## src/rtl/bcd_fix_pkg.sv

```systemverilog
package bcd_fix_pkg;

    parameter int DIGIT_W = 4;
    parameter int NUM_DIG = 2;
    localparam int BYTE_W = DIGIT_W * NUM_DIG;
    localparam int DIG_MAX = 9;
    localparam int CORR = (1 << DIGIT_W) - (DIG_MAX + 1);

    typedef logic [DIGIT_W-1:0] digit_t;
    typedef logic [BYTE_W-1:0] byte_t;

    typedef struct packed {
        logic  vld;
        byte_t res;
        logic  cy;
        logic  neg;
        logic  zero;
    } fix_state_t;

endpackage

```

## src/rtl/bcd_nib_check.sv

```systemverilog
module bcd_nib_check
    import bcd_fix_pkg::*;
(
    input  digit_t nib,
    output logic   above_max,
    output logic   at_max
);
    localparam digit_t LIMIT = digit_t'(DIG_MAX);

    always_comb begin
        above_max = (nib > LIMIT);
        at_max    = (nib == LIMIT);
    end
endmodule

```

## src/rtl/bcd_fix_select.sv

```systemverilog
module bcd_fix_select
    import bcd_fix_pkg::*;
(
    input  logic [NUM_DIG-1:0] nib_over,
    input  logic [NUM_DIG-1:0] nib_nine,
    input  logic               half_in,
    input  logic               carry_in,
    output byte_t              factor
);
    localparam digit_t SIX = digit_t'(CORR);

    logic fix_lo;
    logic fix_hi;

    always_comb begin
        fix_lo = nib_over[0] | half_in;
        fix_hi = nib_over[NUM_DIG-1] | carry_in
               | (nib_nine[NUM_DIG-1] & nib_over[0]);
        factor = '0;
        factor[DIGIT_W-1:0]      = fix_lo ? SIX : '0;
        factor[BYTE_W-1 -: DIGIT_W] = fix_hi ? SIX : '0;
    end
endmodule

```

## src/rtl/bcd_sum_fixup.sv

```systemverilog
module bcd_sum_fixup
    import bcd_fix_pkg::*;
(
    input  logic       clk,
    input  logic       rst_n,
    input  logic       in_valid,
    input  logic [7:0] raw_sum,
    input  logic       add_carry,
    input  logic       add_half,
    output logic       out_valid,
    output logic [7:0] adj_sum,
    output logic       hund_carry,
    output logic       flag_neg,
    output logic       flag_zero
);
    logic [NUM_DIG-1:0] over_v;
    logic [NUM_DIG-1:0] nine_v;
    byte_t              factor;
    logic [BYTE_W:0]    wide_sum;
    fix_state_t         st_d;
    fix_state_t         st_q;

    for (genvar g = 0; g < NUM_DIG; g++) begin : g_nib
        bcd_nib_check u_chk (
            .nib       (raw_sum[g*DIGIT_W +: DIGIT_W]),
            .above_max (over_v[g]),
            .at_max    (nine_v[g])
        );
    end

    bcd_fix_select u_sel (
        .nib_over (over_v),
        .nib_nine (nine_v),
        .half_in  (add_half),
        .carry_in (add_carry),
        .factor   (factor)
    );

    always_comb begin
        st_d     = st_q;
        wide_sum = {1'b0, raw_sum} + {1'b0, factor};
        st_d.vld = in_valid;
        if (in_valid) begin
            st_d.res  = wide_sum[BYTE_W-1:0];
            st_d.cy   = add_carry | wide_sum[BYTE_W];
            st_d.neg  = wide_sum[BYTE_W-1];
            st_d.zero = (wide_sum[BYTE_W-1:0] == '0);
        end
    end

    always_ff @(posedge clk) begin
        if (!rst_n) st_q <= '0;
        else        st_q <= st_d;
    end

    assign out_valid  = st_q.vld;
    assign adj_sum    = st_q.res;
    assign hund_carry = st_q.cy;
    assign flag_neg   = st_q.neg;
    assign flag_zero  = st_q.zero;

    assert_latency_R2: assert property (@(posedge clk) disable iff (!rst_n)
        in_valid |=> out_valid);
    assert_hold_R9: assert property (@(posedge clk) disable iff (!rst_n)
        !in_valid |=> ($stable(adj_sum) && $stable(hund_carry)));
    assert_carry_kept_R5: assert property (@(posedge clk) disable iff (!rst_n)
        (in_valid && add_carry) |=> hund_carry);
    assert_low_pass_R3: assert property (@(posedge clk) disable iff (!rst_n)
        (in_valid && !add_half && raw_sum[3:0] <= 4'd9)
        |=> (adj_sum[3:0] == $past(raw_sum[3:0])));
    assert_zero_flag_R7: assert property (@(posedge clk) disable iff (!rst_n)
        out_valid |-> (flag_zero == (adj_sum == 8'h00)));
endmodule

```

## config.mk

```make
export PLATFORM = sky130hd
export DESIGN_NAME = bcd_sum_fixup
export DESIGN_NICKNAME = d
export VERILOG_FILES = /design/src/rtl/bcd_fix_pkg.sv /design/src/rtl/bcd_nib_check.sv /design/src/rtl/bcd_fix_select.sv /design/src/rtl/bcd_sum_fixup.sv
export SDC_FILE = /design/constraint.sdc
export NUM_CORES = 1
export LEC_CHECK = 0
export CELL_PAD_IN_SITES_DETAIL_PLACEMENT = 2
export CELL_PAD_IN_SITES_GLOBAL_PLACEMENT = 2
export CORE_MARGIN = 8
export CORE_UTILIZATION = 27
export DETAILED_ROUTE_END_ITERATION = 10
export GPL_TIMING_DRIVEN = 0
export PLACE_DENSITY = 0.93
export SLEW_MARGIN = 20
export SYNTH_ARGS = -nofsm -noshare
export SYNTH_HDL_FRONTEND = slang
export SYNTH_SLANG_ARGS = --single-unit
```

## constraint.sdc

```tcl
create_clock -name clk -period 3.6 [get_ports clk]
set_input_delay 0.54 -clock clk [delete_from_list [all_inputs] [get_ports clk]]
set_output_delay 0.54 -clock clk [all_outputs]
set_load 0.05 [all_outputs]
```

======== Yosys cells after proc, flatten, opt, wreduce, memory -nomap -nowiden ========
Index checks and enable logic that the tools add are counted.
word-level totals
  output and inout port bits .............. 12
  register bits ........................... 12
  input port bits ......................... 13
operators by class
  eq/ne operators ......................... 1
  reduce and logical (&&, ||, !) cells .... 1
  add/subtract/negate cells ............... 1
  multiplexer cells ....................... 2
  bitwise operators ....................... 5
  magnitude comparators ................... 2
operators with widths
  cell                count
  $add 8x8->9         1
  $gt 4x4->1 const B  2
  $logic_not 8->1     1
  $mux 3              2
  $eq 4x4->1 const B  1
  $or 1x1->1          4
  $and 1x1->1         1

======== Logic depth before layout (Yosys ltp) ========
  depth after elaboration ................. 6
  gate-level depth with buffers ........... 10

======== By module ========
From an unflattened synthesis, not the netlist that was laid out.
second synthesis, totals
  cell total of the unflattened synthesis .. 100
  area total of the unflattened synthesis .. 883.3 sq um
by module, submodules not included
  module          area each (sq um)  times used  cells an instance
  bcd_sum_fixup   764.5              1           85
  bcd_fix_select  78.8               1           11
  bcd_nib_check   20.0               2           2

======== Worst setup path before layout ========
OpenSTA, ideal clock, no wires.
  path type ............................... input-to-reg
  from .................................... input port raw_sum[3]
  to ...................................... register st_q, in the netlist flag_zero
  library setup time ...................... 0.074 ns
  slack ................................... 1.235 ns
  path buffers ............................ 1
  stages .................................. 9
  arrival time ............................ 2.291 ns
  cells stage by stage .................... buf_6 o21ai_0 nand2b_1 ha_1 fa_1 a31oi_4 xnor2_1 or3_1 o22ai_2
on the way
  word-level cells in the longest chain between the ends .. 6
  elaborated cells on any way between the ends .. 8
  those cells by class .................... add/sub (1); order compare (1); mux (2); bitwise (3); reduce/logical (1)
ends and longest elaborated chain
  what                  line                  RTL
  from (decl)           bcd_sum_fixup.sv:7    input logic [7:0] raw_sum,
  $gt 4x4->1            bcd_nib_check.sv:11   above_max = (nib > LIMIT);
  $and 1x1->1           bcd_fix_select.sv:18  | (nib_nine[NUM_DIG-1] & nib_over[0]);
  $or 1x1->1            bcd_fix_select.sv:18
  $mux 3                bcd_fix_select.sv:21  factor[BYTE_W-1 -: DIGIT_W] = fix_hi ? SIX : '0;
  $add 8x8->9 *         bcd_sum_fixup.sv:41   wide_sum = {1'b0, raw_sum} + {1'b0, factor};
  $logic_not 8->1 *     bcd_sum_fixup.sv:47   st_d.zero = (wide_sum[BYTE_W-1:0] == '0);
  to (signal assigned)  bcd_sum_fixup.sv:53   else st_q <= st_d;
  to (decl)             bcd_sum_fixup.sv:21   fix_state_t st_q;
Mark *: on every way between the ends. The rest lies on a longest branch, timed or not.
A chain may end at the register's enable or synchronous reset.

======== Final worst setup path ========
  from .................................... input port raw_sum[2]
  to ...................................... register st_q, in the netlist flag_zero
Same word-level chain as after synthesis.

==> summary.txt <==
later-pin clock latency in the skew report -> 0.27 ns
CTS max path bufs -> 2
# diodes -> 0
Internal Dissipation -> 0.2335 mW
total congestion overflow -> 0
initial antenna violation count -> 0
Switching Share -> 36.24%
Tightest Pin Transition -> 0.5034 ns
residual DRC count -> 0
WP buf/inv -> 1
post-CTS setup buffers -> 0
WHS -> 0.4923 ns
fin crit share -> 78.44%
worst reg2reg path startpoint -> hund_carry
Hold Path Class -> reg -> reg
worst r2r path cells -> 2
Site Rows -> 18
layout cell share with drive strength beyond 1 -> 14.43%
Lkg Pwr -> 0.4176 nW
hold path depth -> 1
CTS buffer count -> 3
Starting Density -> 28.38%
minimum clock period -> 2.824 ns
gpl congestion -> 0.7108
clock-pin slew on the worst setup and hold paths -> 0.07 ns
relative slew slack -> 66.34%
Required @ worst endpoint -> 3.79 ns
PD cells -> 370.6 nW/um^2
pins over their slew limit -> 0
Syn Nets -> 89
Reg power frac -> 37.2%
critical setup path kind -> in -> reg
Seq/Total Area, Yosys -> 31.32%
Total GRT Usage -> 8.936%
Synth area leaders -> dfxtp_1 31%, ha_1 7.1%, mux2i_1 7.1%
ANT nets after route -> 0
routed wire length per instance -> 15.20 microns
commonest non-fill, non-tap cell in the layout -> clkdlybuf4s50_1
# resized after CTS -> 0
YS warnings -> 0
clock skew -> 0 ns
Hold Fails Final Rpt -> 0
Top-Level Pins -> 25
status -> complete, no violations
register area -> 220.2 sq um
synthesized area per cell -> 9.904 sq um
Worst Path Arrival -> 3.02 ns
Pre-Repair DR Iteration Count -> 4
crit-path cells -> clkdlybuf4s50_1 -> o21ai_0 -> nand2b_1 -> ha_1 -> fa_1 -> a31oi_4 -> xnor2_1 -> or3_1 -> o22ai_2
setup TNS -> 0 ns
Synth area leader -> dfxtp_1
via count -> 617
clock share of power -> 23.3%
commonest cells after routing, fill and taps aside -> 22 x clkdlybuf4s50_1, 11 x dfxtp_1, 7 x nand2_1
worst-path fanout max -> 6
largest net degree at the start of global routing -> 11
average vias per placed instance -> 4.858
CTS tree -> yes
PortBufs -> 22
vias in the first global route -> 716
Max VDD drop -> 194.0 uV
unrepaired setup endpoints after global routing -> false
1st-iter DRT viols -> 11
Die W -> 67.03 microns
CTS Hold Bufs -> 0
WP depth -> 9
Worst Hold Path EP -> adj_sum[5]
Sw Pwr -> 0.1327 mW
Comb power frac -> 39.5%
post-synth top area share -> 31.32%
Largest delay share family, worst path -> adder cells
crit end category -> flop
max-cap violations -> 0
Crit-path slowest cell -> clkdlybuf4s50_1
Yosys reg bits -> 11
Cells after Synth -> 71
area of the multi-input gates -> 425.4 sq um
post-synth cell types -> 30
Finish-stage setup viols -> 0
clk sink count -> 11
die height -> 67.03 microns
post-DP HPWL -> 1653 microns
core area -> 2477 sq um
total power draw -> 0.3663 mW
Synth-to-Final Area Change -> 40.57%
R2R Path End -> hund_carry
Nets -> 116
first-pass GRT wire length -> 3091 microns
R2R Setup Slk -> 2.91 ns
die area -> 4493 sq um
Layout fillers -> 284
Root Buffer -> clkbuf_4
min-delay src -> adj_sum[5]
H-tree depth -> 1
crit-path max cell delay -> 0.52 ns
Startpoint Class -> input pin
Peak Freq -> 354.1 MHz
Post-Syn Area -> 703.2 sq um
Routed WL -> 1930 microns
## routing by layer
layer  vias to the layer above  GRT usage [%]  share of wire [%]
met2                        16          16.49                 52
met5                         -              0                  0
met4                         0          5.483                1.4
met3                         2          1.174                5.9
met1                       300          9.265                 41
li1                        299              -                  -
## how the worst max path moves through the flow
| stage | from | slack [ns] | end |
|---|---|---|---|
| 2_1_floorplan | raw_sum[3] | 1.24 | flag_zero |
| 3_3_place_gp | raw_sum[2] | 0.60 | flag_zero |
| 3_5_place_dp | raw_sum[2] | 0.50 | flag_zero |
| 4_1_cts | raw_sum[2] | 0.77 | flag_zero |
| 5_1_grt | raw_sum[2] | 0.61 | flag_zero |
| 6_report | raw_sum[2] | 0.78 | flag_zero |
## power groups by stage
stage	Combinational, mW	Clock, mW	Sequential (mW)
after floorplan	0.0631	0	0.172
after global placement	0.140	0	0.139
after detailed placement	0.146	0	0.139
after CTS	0.147	0.0884	0.137
after global routing	0.155	0.0932	0.138
final	0.145	0.0854	0.136
## Yosys cell counts
cell type       number
a21o_1               2
a21o_2               1
a21oi_1              3
a21oi_2              1
a31oi_4              1
a32oi_1              1
and2_2               1
and3_4               1
buf_4                1
buf_6                3
dfxtp_1             11
dlymetal6s2s_1       1
fa_1                 1
ha_1                 4
inv_1                1
mux2i_1              5
nand2_1              7
nand2b_1             1
nand3_1              2
nor2_1               2
nor2b_1              5
nor3_1               1
o211a_1              3
o211ai_1             1
o21ai_0              3
o21bai_1             1
o22ai_2              1
or3_1                1
xnor2_1              3
xor2_1               2
## flip-flops by register name, indices dropped and copies added (netlist names)
register	count
adj_sum	8
flag_zero	1
hund_carry	1
out_valid	1
## logic make-up after synthesis
kind of cell    after synthesis  synth area share [%]
simple gates                 21                 15.84
compound gates               18                 21.35
flops                        11                 31.32
buf+inv                       6                 8.184
xor+xnor                      5                 6.229
mux                           5                 7.118
fa+ha+maj                     5                 9.965
## stage by stage
step / area (sq um) / worst slack, ns / instances / utilization (%)
global route: 988.4 / 0.6112 / 127 / 39.90
finish: 988.4 / 0.7760 / 127 / 39.90
CTS: 988.4 / 0.7714 / 127 / 39.90
global placement: 960.9 / 0.5965 / 123 / 38.79
floorplan: 703.2 / 1.235 / 71 / -
detailed placement: 960.9 / 0.4977 / 123 / 38.79
## area by class of cell
type	instances	share of cell area [%]
plain buffers	5	5.443
clock buffers	3	2.278
clock inverters	1	0.5063
inverters	1	0.3797
multi-input cells	54	43.04
flip-flops and latches	11	22.28
well taps	30	3.797
repair buffers	22	22.28
(Power assumes the default switching activity.)
